$ cat src/rtl/pkt_parity_pkg.sv
package pkt_parity_pkg;

  // Source of the next value of the byte bus.
  typedef enum logic [1:0] {
    DOUT_KEEP   = 2'd0,
    DOUT_HEADER = 2'd1,
    DOUT_DATA   = 2'd2,
    DOUT_HOLD   = 2'd3
  } doutSel_e;

  // Source of the captured check byte.
  typedef enum logic [1:0] {
    CHK_KEEP      = 2'd0,
    CHK_FROM_IN   = 2'd1,
    CHK_FROM_HOLD = 2'd2
  } chkSrc_e;

  // Strobes from the control to the datapath.
  typedef struct packed {
    logic     loadHeader;
    logic     loadHold;
    doutSel_e doutSel;
    logic     clearParity;
    logic     foldHeader;
    logic     foldData;
    chkSrc_e  chkSrc;
    logic     clearErr;
    logic     evalErr;
  } dpStrobe_t;

endpackage

$ cat src/rtl/pkt_parity_ctrl.sv
module pkt_parity_ctrl
  import pkt_parity_pkg::*;
(
  input  logic      clk,
  input  logic      rstN,
  input  logic      pktValid,
  input  logic      fifoFull,
  input  logic      detectAdd,
  input  logic      ldState,
  input  logic      lafState,
  input  logic      fullState,
  input  logic      lfdState,
  input  logic      rstIntReg,
  output dpStrobe_t strobe,
  output logic      parityDone,
  output logic      lowPktValid
);

  logic ldDoneHit;
  logic lafDoneHit;

  // The check byte goes straight through, or comes back from the park register.
  assign ldDoneHit  = ldState && !fifoFull && !pktValid;
  assign lafDoneHit = lafState && lowPktValid && !parityDone;

  always_comb begin
    strobe             = '0;
    strobe.loadHeader  = detectAdd && pktValid;
    strobe.loadHold    = ldState && fifoFull;
    strobe.clearParity = detectAdd;
    strobe.foldHeader  = lfdState;
    strobe.foldData    = ldState && pktValid && !fullState;
    strobe.clearErr    = detectAdd;
    strobe.evalErr     = parityDone;

    if (lfdState)                  strobe.doutSel = DOUT_HEADER;
    else if (ldState && !fifoFull) strobe.doutSel = DOUT_DATA;
    else if (lafState)             strobe.doutSel = DOUT_HOLD;
    else                           strobe.doutSel = DOUT_KEEP;

    if (ldDoneHit)       strobe.chkSrc = CHK_FROM_IN;
    else if (lafDoneHit) strobe.chkSrc = CHK_FROM_HOLD;
    else                 strobe.chkSrc = CHK_KEEP;
  end

  always_ff @(posedge clk) begin
    if (!rstN)                      lowPktValid <= 1'b0;
    else if (rstIntReg)             lowPktValid <= 1'b0;
    else if (ldState && !pktValid)  lowPktValid <= 1'b1;
  end

  always_ff @(posedge clk) begin
    if (!rstN)                        parityDone <= 1'b0;
    else if (detectAdd)               parityDone <= 1'b0;
    else if (ldDoneHit || lafDoneHit) parityDone <= 1'b1;
  end

  assert_low_set_R5: assert property (@(posedge clk) disable iff (!rstN)
    (ldState && !pktValid && !rstIntReg) |=> lowPktValid);

  assert_low_clear_R5: assert property (@(posedge clk) disable iff (!rstN)
    rstIntReg |=> !lowPktValid);

  assert_done_clear_R6: assert property (@(posedge clk) disable iff (!rstN)
    detectAdd |=> !parityDone);

  assert_done_set_R6: assert property (@(posedge clk) disable iff (!rstN)
    (ldState && !fifoFull && !pktValid && !detectAdd) |=> parityDone);

  assert_done_sticky_R6: assert property (@(posedge clk) disable iff (!rstN)
    (parityDone && !detectAdd) |=> parityDone);

  assert_replay_done_R9: assert property (@(posedge clk) disable iff (!rstN)
    (lafState && lowPktValid && !parityDone && !detectAdd) |=> parityDone);

endmodule

$ cat src/rtl/pkt_parity_dp.sv
module pkt_parity_dp
  import pkt_parity_pkg::*;
#(
  parameter int DATA_W = 8
) (
  input  logic              clk,
  input  logic              rstN,
  input  logic [DATA_W-1:0] dataIn,
  input  dpStrobe_t         strobe,
  output logic [DATA_W-1:0] dout,
  output logic              err
);

  logic [DATA_W-1:0] headerReg;
  logic [DATA_W-1:0] holdReg;
  logic [DATA_W-1:0] runParity;
  logic [DATA_W-1:0] runParityNext;
  logic [DATA_W-1:0] chkByte;

  always_comb begin
    runParityNext = runParity;
    if (strobe.foldHeader) runParityNext = runParityNext ^ headerReg;
    if (strobe.foldData)   runParityNext = runParityNext ^ dataIn;
  end

  always_ff @(posedge clk) begin
    if (!rstN) begin
      headerReg <= '0;
      holdReg   <= '0;
    end else begin
      if (strobe.loadHeader) headerReg <= dataIn;
      if (strobe.loadHold)   holdReg   <= dataIn;
    end
  end

  always_ff @(posedge clk) begin
    if (!rstN) dout <= '0;
    else begin
      case (strobe.doutSel)
        DOUT_HEADER: dout <= headerReg;
        DOUT_DATA:   dout <= dataIn;
        DOUT_HOLD:   dout <= holdReg;
        default:     dout <= dout;
      endcase
    end
  end

  always_ff @(posedge clk) begin
    if (!rstN)                   runParity <= '0;
    else if (strobe.clearParity) runParity <= '0;
    else                         runParity <= runParityNext;
  end

  always_ff @(posedge clk) begin
    if (!rstN) chkByte <= '0;
    else begin
      case (strobe.chkSrc)
        CHK_FROM_IN:   chkByte <= dataIn;
        CHK_FROM_HOLD: chkByte <= holdReg;
        default:       chkByte <= chkByte;
      endcase
    end
  end

  always_ff @(posedge clk) begin
    if (!rstN)                err <= 1'b0;
    else if (strobe.clearErr) err <= 1'b0;
    else if (strobe.evalErr)  err <= (chkByte != runParity);
  end

  assert_parity_restart_R11: assert property (@(posedge clk) disable iff (!rstN)
    strobe.clearParity |=> (runParity == '0));

  assert_err_clear_R8: assert property (@(posedge clk) disable iff (!rstN)
    strobe.clearErr |=> !err);

endmodule

$ cat src/rtl/pkt_parity_reg.sv
module pkt_parity_reg
  import pkt_parity_pkg::*;
#(
  parameter int DATA_W = 8
) (
  input  logic              clk,
  input  logic              rstN,
  input  logic              pktValid,
  input  logic [DATA_W-1:0] dataIn,
  input  logic              fifoFull,
  input  logic              detectAdd,
  input  logic              ldState,
  input  logic              lafState,
  input  logic              fullState,
  input  logic              lfdState,
  input  logic              rstIntReg,
  output logic [DATA_W-1:0] dout,
  output logic              parityDone,
  output logic              lowPktValid,
  output logic              err
);

  dpStrobe_t strobe;

  pkt_parity_ctrl u_ctrl (
    .clk         (clk),
    .rstN        (rstN),
    .pktValid    (pktValid),
    .fifoFull    (fifoFull),
    .detectAdd   (detectAdd),
    .ldState     (ldState),
    .lafState    (lafState),
    .fullState   (fullState),
    .lfdState    (lfdState),
    .rstIntReg   (rstIntReg),
    .strobe      (strobe),
    .parityDone  (parityDone),
    .lowPktValid (lowPktValid)
  );

  pkt_parity_dp #(.DATA_W(DATA_W)) u_dp (
    .clk    (clk),
    .rstN   (rstN),
    .dataIn (dataIn),
    .strobe (strobe),
    .dout   (dout),
    .err    (err)
  );

  assert_header_replay_R2: assert property (@(posedge clk) disable iff (!rstN)
    (detectAdd && pktValid) ##1 (lfdState && !(detectAdd && pktValid))
      |=> (dout == $past(dataIn, 2)));

  assert_payload_pass_R3: assert property (@(posedge clk) disable iff (!rstN)
    (ldState && !fifoFull && !lfdState) |=> (dout == $past(dataIn)));

  assert_park_hold_R4: assert property (@(posedge clk) disable iff (!rstN)
    (ldState && fifoFull && !lfdState) |=> $stable(dout));

  assert_park_replay_R4: assert property (@(posedge clk) disable iff (!rstN)
    (ldState && fifoFull && !lfdState) ##1 (lafState && !lfdState && !ldState)
      |=> (dout == $past(dataIn, 2)));

  assert_idle_hold_R4: assert property (@(posedge clk) disable iff (!rstN)
    (!lfdState && !ldState && !lafState) |=> $stable(dout));

  assert_err_rise_R8: assert property (@(posedge clk) disable iff (!rstN)
    $rose(err) |-> $past(parityDone));

  assert_err_still_R8: assert property (@(posedge clk) disable iff (!rstN)
    (!parityDone && !detectAdd) |=> $stable(err));

endmodule

$ cat config.mk
export PLATFORM = sky130hd
export DESIGN_NAME = pkt_parity_reg
export DESIGN_NICKNAME = d
export VERILOG_FILES = /design/src/rtl/pkt_parity_pkg.sv /design/src/rtl/pkt_parity_ctrl.sv /design/src/rtl/pkt_parity_dp.sv /design/src/rtl/pkt_parity_reg.sv
export SDC_FILE = /design/constraint.sdc
export NUM_CORES = 1
export LEC_CHECK = 0
export BUFFER_PORTS_ARGS = -buffer_cell sky130_fd_sc_hd__buf_2
export CAP_MARGIN = 20
export CELL_PAD_IN_SITES_DETAIL_PLACEMENT = 1
export CELL_PAD_IN_SITES_GLOBAL_PLACEMENT = 2
export CORE_ASPECT_RATIO = 1.25
export CORE_MARGIN = 2
export CORE_UTILIZATION = 28
export DETAILED_ROUTE_END_ITERATION = 10
export GPL_TIMING_DRIVEN = 0
export PLACE_DENSITY_LB_ADDON = 0.1
export SLEW_MARGIN = 40
export SYNTH_ARGS = -nofsm -noshare
export SYNTH_HDL_FRONTEND = slang
export SYNTH_SLANG_ARGS = --single-unit
$ cat constraint.sdc
create_clock -name clk -period 1.2 [get_ports clk]
set_input_delay 0.24 -clock clk [delete_from_list [all_inputs] [get_ports clk]]
set_output_delay 0.24 -clock clk [all_outputs]
set_load 0.01 [all_outputs]
==> results of run 1 <==
## registers in the layout (all words and copies together), names as in the netlist
| register | flops |
|---|---|
| u_ctrl.lowPktValid | 1 |
| u_ctrl.parityDone | 1 |
| u_dp.chkByte | 8 |
| u_dp.dout | 8 |
| u_dp.err | 1 |
| u_dp.headerReg | 8 |
| u_dp.holdReg | 8 |
| u_dp.runParity | 8 |
## stage by stage
step	total power, W	setup WS [ps]	TNS [ps]
final	0.002888	45.35	0
after global routing	0.003034	5.186	0
after CTS	0.002951	26.43	0
after detailed placement	0.002044	-271.1	-7133
after global placement	0.002039	-275.2	-7152
after floorplan	0.001862	-64.07	-400.4
## cells in the mapped netlist (all sizes together)
cell and instances:
inv 9, buf 17, and4b 2, a21oi 1, or3b 1, nor2b 1
and3b 1, clkbuf 4, a21boi 16, dfxtp 43, nand4 1, o21ai 8
nand3 17, o221a 8, xnor2 8, nor2 10, a211oi 8, xnor3 8
or3 1, nand4b 6, o31a 1, and2 2, nand2b 3, nand3b 1
o31ai 6, nor3b 9, nand2 41, a31oi 9, a41o 2
## logic make-up after synthesis
family | synth area share
simple gates | 0.2208
buf+inv | 0.06910
flops | 0.3865
compound gates | 0.2112
xor+xnor | 0.1124
## where the power goes
part           leakage [nW]  total (W)  switching (W)  internal, W
combinational         0.622   0.000463       0.000261     0.000202
clock                0.0371   0.000888       0.000498     0.000389
sequential            0.352    0.00154      0.0000447      0.00149
total                  1.01    0.00289       0.000804      0.00208
## what timing repair did
item	4_1_cts	5_1_grt
setup endpoints to repair	8	3
resized for setup	0	2
setup buffers	1	0
## routing by layer
layer	track usage	vias to the layer above
met3	0.02390	5
met5	0	-
met4	0.03802	0
met1	0.2340	899
met2	0.2754	28
li1	-	928
## final cells by class
| class | instances | area (µm²) | area share |
|---|---|---|---|
| buffer | 20 | 135.1 | 0.05245 |
| clock buffer | 6 | 72.57 | 0.02817 |
| inverter | 9 | 33.78 | 0.01311 |
| sequential | 43 | 862.1 | 0.3346 |
| tap | 95 | 118.9 | 0.04614 |
| timing repair buffer | 26 | 132.6 | 0.05148 |
| multi-input combinational | 171 | 1221 | 0.4740 |
## path summary, 6_finish.rpt
kind,start,endpoint,slack (ps),depth (start not counted)
min reg2reg,u_dp.headerReg[0],u_dp.headerReg[0],470,2
max reg2reg,u_ctrl.lowPktValid,u_dp.chkByte[3],150,3
min,rstIntReg,u_ctrl.lowPktValid,90,2
max,fifoFull,u_dp.chkByte[7],50,7
## worst register-to-register path: stages (launching register included)
cell and delay (ps):
dfxtp_1 410, and3b_2 310, nand2_1 110, a31oi_1 160
==> qor.csv, run 1 <==
metric,value,unit
status,completed,
vias_per_cell,5.027,
dieArea,8688,µm²
worst-path-buf-inv,4,
startpoint_type,input pin,
cts_max_level,2,
cts_tree,done,
synth_top_area_cell,dfxtp_1,
grt_max_degree,12,
p_leak,1.010,nW
worst_pin_slew,544.6,ps
hold_viol_final,0,
diodes,0,
row_count,36,
antenna_found_initial,0,
ios,29,
hold_path_class,in2reg,
synth_fp_nets,262,
fillCellCount,920,
root_buffer,clkbuf_8,
drcViolationCount,0,
vias,1860,
portBuffers,25,
hold_ws,91.31,ps
dp_hpwl,5367,µm
post_drt_wl_per_cell,18.95,µm
fmax,866.1,MHz
ys.warnings.count,0,
crit_chain,"buf_2, buf_6, or3b_1, buf_6, buf_6, o21ai_2, a31oi_2",
yosys.area.top_type_share,0.3865,
final_cell_mix,"dfxtp_1 (42), nand2_1 (41), buf_2 (34)",
placed_area,2497,µm²
drive_gt1_frac,0.1927,
dp.cells,364,
wl_met1,3409,µm
routed.top_layer,met4,
clock_skew,5.702,ps
grt_pass1_wl,11330,µm
gp_congestion,0.7443,
wl_met2,3346,µm
nNetsFinal,294,
ir_worst_vdd,0.0003889,V
ant_nets,0,
crit_type,in2reg,
clock_latency,300,ps
wl_met3,185,µm
synth_cells,244,
synth_area_leaders,"dfxtp_1 (39%), xnor3_1 (8.1%), nand2_1 (6.9%)",
fin_crit_sh,0.9622,
drt-initial-drc-count,52,
cts_sinks,43,
period_needed,1155,ps
cp.arrival,1340,ps
critPathSlowestCell,or3b_1,
worst_path_most_repeated_cell,buf_6,
yosysSeqAreaShare,0.3865,
critical_path.endpoint_type,flip-flop,
cpLargestDelayFamily,buffers and inverters,
path_max_fanout,10,
max_stage_delay,380,ps
setup_viol_count_final,0,
grt_overflow,0,
core-area,7747,µm²
relSlewSlack,0.6369,
area_delta_synth_final,15.67,%
power_per_cell_area,1121,nW/µm²
maxCapViolations,0,
drv_slew,0,
final_area,2576,µm²
clockBufferDepth,2,
clk_pin_slew,80,ps
track_usage,0.1681,
mostFrequentLayoutCell,dfxtp_1,
fp.dieH,103.7,µm
start_util,0.2875,
synth-seq-cells,43,
drt-total-wl,7011,µm
grt_pass1_vias,1989,
netlist_area,2227,µm²
numCtsBuffers,5,
critPathRequiredTime,1390,ps
ys_types,35,
fin_util,0.3325,
dieWidth,83.77,µm
synth_area_per_cell,9.128,µm²
rsz0062_at_grt,false,
dr.pass1.iters,4,
postCtsHoldBufs,0,
layout.cells.non_filler,370,
No activity file was read; power rests on OpenSTA's default activity.
==> run 2, diff against run 1 <==
--- a/config.mk
+++ b/config.mk
@@ -5,6 +5,7 @@
 export SDC_FILE = /design/constraint.sdc
 export NUM_CORES = 1
 export LEC_CHECK = 0
+export ABC_AREA = 1
 export BUFFER_PORTS_ARGS = -buffer_cell sky130_fd_sc_hd__buf_2
 export CAP_MARGIN = 20
 export CELL_PAD_IN_SITES_DETAIL_PLACEMENT = 1
==> qor.csv, run 2 <==
metric,value,unit,change
ys.flop_type,dfxtp_1,,
critPathRequiredTime,960,ps,-430 ps
final_cell_mix,"nand2_1 (48), inv_1 (45), nor2_1 (42)",,
crit_type,reg2out,,
drv_slew,0,,unchanged
crit_chain,buf_2,,
p_leak,1.121,nW,+11%
placed_area,2301,µm²,-7.9%
postCtsHoldBufs,0,,unchanged
cts_post_setup_buffers_inserted,0,,-1
fillCellCount,908,,-1.3%
synth_fp_nets,315,,+20%
clock_latency,290,ps,about the same
clockBufferDepth,2,,unchanged
diodes,0,,unchanged
final_area,2437,µm²,-5.4%
synth_top_area_cell,dfxtp_1,,
wl_met3,175,µm,-5.4%
power_per_cell_area,1217,nW/µm²,+8.6%
drive_gt1_frac,0.1502,,-0.04258
hold_path_class,in2reg,,
synth_cells,297,,+22%
fp.dieH,99.74,µm,-3.8%
yosys.area.top_type_share,0.4193,,+0.03274
track_usage,0.1642,,-0.003919
core-area,7019,µm²,-9.4%
layout.cells.non_filler,423,,+14%
post_drt_wl_per_cell,13.91,µm,-27%
root_buffer,clkbuf_8,,
worst_pin_slew,568.3,ps,+23.68 ps
setup_viol_count_final,0,,unchanged
numCtsBuffers,5,,unchanged
maxCapViolations,0,,unchanged
status,completed,,
grt_pass1_vias,2025,,+1.8%
drt-total-wl,5882,µm,-16%
cpLargestDelayFamily,flip-flops,,
clock_skew,8.750,ps,+3.047 ps
dp_hpwl,4712,µm,-12%
grt_max_degree,13,,+1
worst-path-buf-inv,1,,-3
rsz0062_at_grt,false,,
ys.warnings.count,0,,unchanged
ys_top_cells_by_count,"nand2_1 (49), inv_1 (45), dfxtp_1 (43), nor2_1 (42), o21ai_0 (32)",,
nNetsFinal,350,,+19%
critical_path.endpoint_type,output pin,,
cts_tree,done,,
gp_congestion,0.7534,,+1.2%
clk_pin_slew,80,ps,about the same
fin_util,0.3472,,+0.01471
cts_max_level,2,,unchanged
fmax,885.8,MHz,+2.3%
dieArea,8038,µm²,-7.5%
synth_area_per_cell,6.913,µm²,-24%
power,0.002966,W,+2.7%
yosysSeqAreaShare,0.4193,,+0.03274
portBuffers,27,,+8.0%
routed.top_layer,met4,,
max_stage_delay,430,ps,+50 ps
vias,1939,,+4.2%
synth_area_leaders,"dfxtp_1 (42%), nand2_1 (9.0%), inv_1 (8.2%)",,
hold_viol_final,0,,unchanged
startpoint_type,flip-flop,,
period_needed,1129,ps,-25.74 ps
drcViolationCount,0,,unchanged
hold_ws,87.29,ps,-4.024 ps
dp.cells,414,,+14%
grt_overflow,0,,unchanged
async_reset_ff_frac,0,,unchanged
area_delta_synth_final,18.71,%,
antenna_found_initial,0,,unchanged
wl_met1,2853,µm,-16%
synthMostInstantiatedCell,nand2_1,,
mostFrequentLayoutCell,nand2_1,,
cts_sinks,43,,unchanged
ios,29,,unchanged
drt-initial-drc-count,86,,+65%
grt_pass1_wl,10270,µm,-9.4%
cp.arrival,890,ps,-450 ps
netlist_area,2053,µm²,-7.8%
relSlewSlack,0.6207,,-0.01619
path_max_fanout,6,,-4
dr.pass1.iters,4,,unchanged
dieWidth,80.59,µm,-3.8%
critPathSlowestCell,dfxtp_2,,
fin_crit_sh,0.9408,,-0.02145
vias_per_cell,4.584,,-8.8%
row_count,34,,-5.6%
synth-seq-cells,43,,unchanged
start_util,0.2925,,+0.005046
ant_nets,0,,unchanged
synth_edf_count,0,,unchanged
ir_worst_vdd,0.0005727,V,+47%
ys_types,21,,-40%
wl_met2,2775,µm,-17%
-- run 2: changes by cell type after synthesis, moves of 13 or more --
cell and change:
a21boi_0 -16, nor2_1 +32, nand3_1 +13, inv_1 +36
o21ai_0 +25, a21oi_1 +20
-- run 2: final timing paths --
check,startpoint,endpoint,slack [ps],cells after the start
setup / recovery,u_ctrl.parityDone,parityDone,70,1
hold / removal,rstIntReg,u_ctrl.lowPktValid,90,2
setup reg to reg,u_ctrl.lowPktValid,u_dp.chkByte[4],120,6
hold reg to reg,u_dp.holdReg[3],u_dp.holdReg[3],490,2
-- run 2: cells by family (layout without fill, tap and decap cells) --
logic type | after synthesis | count (layout) | synth area share
AO/OA/AOI/OAI | 62 | 62 | 0.1609
XOR/XNOR | 10 | 10 | 0.04265
buffers and inverters | 54 | 89 | 0.1066
flip-flops | 43 | 43 | 0.4193
AND/OR/NAND/NOR | 128 | 129 | 0.2706
-- run 2: layout make-up --
type                    count  area, µm²  share of cell area
repair buffers             27      135.1             0.05544
multi-input cells         201       1005              0.4122
flip-flops and latches     43      865.8              0.3552
inverters                  45      168.9             0.06930
clock buffers               8      100.1             0.04107
well taps                  90      112.6             0.04620
plain buffers               9      50.05             0.02053
-- run 2: what timing repair did --
item,4_1_cts,5_1_grt
gates resized for setup,3,5
pin swaps,0,1
endpoints found under the setup margin,8,7
gates cloned,0,1
-- run 2: layer usage --
metal	up-vias	GRT usage
li1	1017	-
met1	887	0.2254
met2	29	0.2622
met3	6	0.03085
met4	0	0.04694
met5	-	0
-- run 2: where the power goes --
| group | internal, W | switching, W |
|---|---|---|
| Clock | 0.000526 | 0.000482 |
| Combinational | 0.000149 | 0.000260 |
| Sequential | 0.00150 | 0.0000476 |
| Total | 0.00218 | 0.000790 |
-- run 2: metrics by stage --
stage                     setup TNS (ps)  setup slack [ps]
final                                  0             71.09
after global routing                   0             4.272
after CTS                              0             28.30
after detailed placement           -1565            -132.5
after global placement             -1362            -131.3
after floorplan                        0             152.6
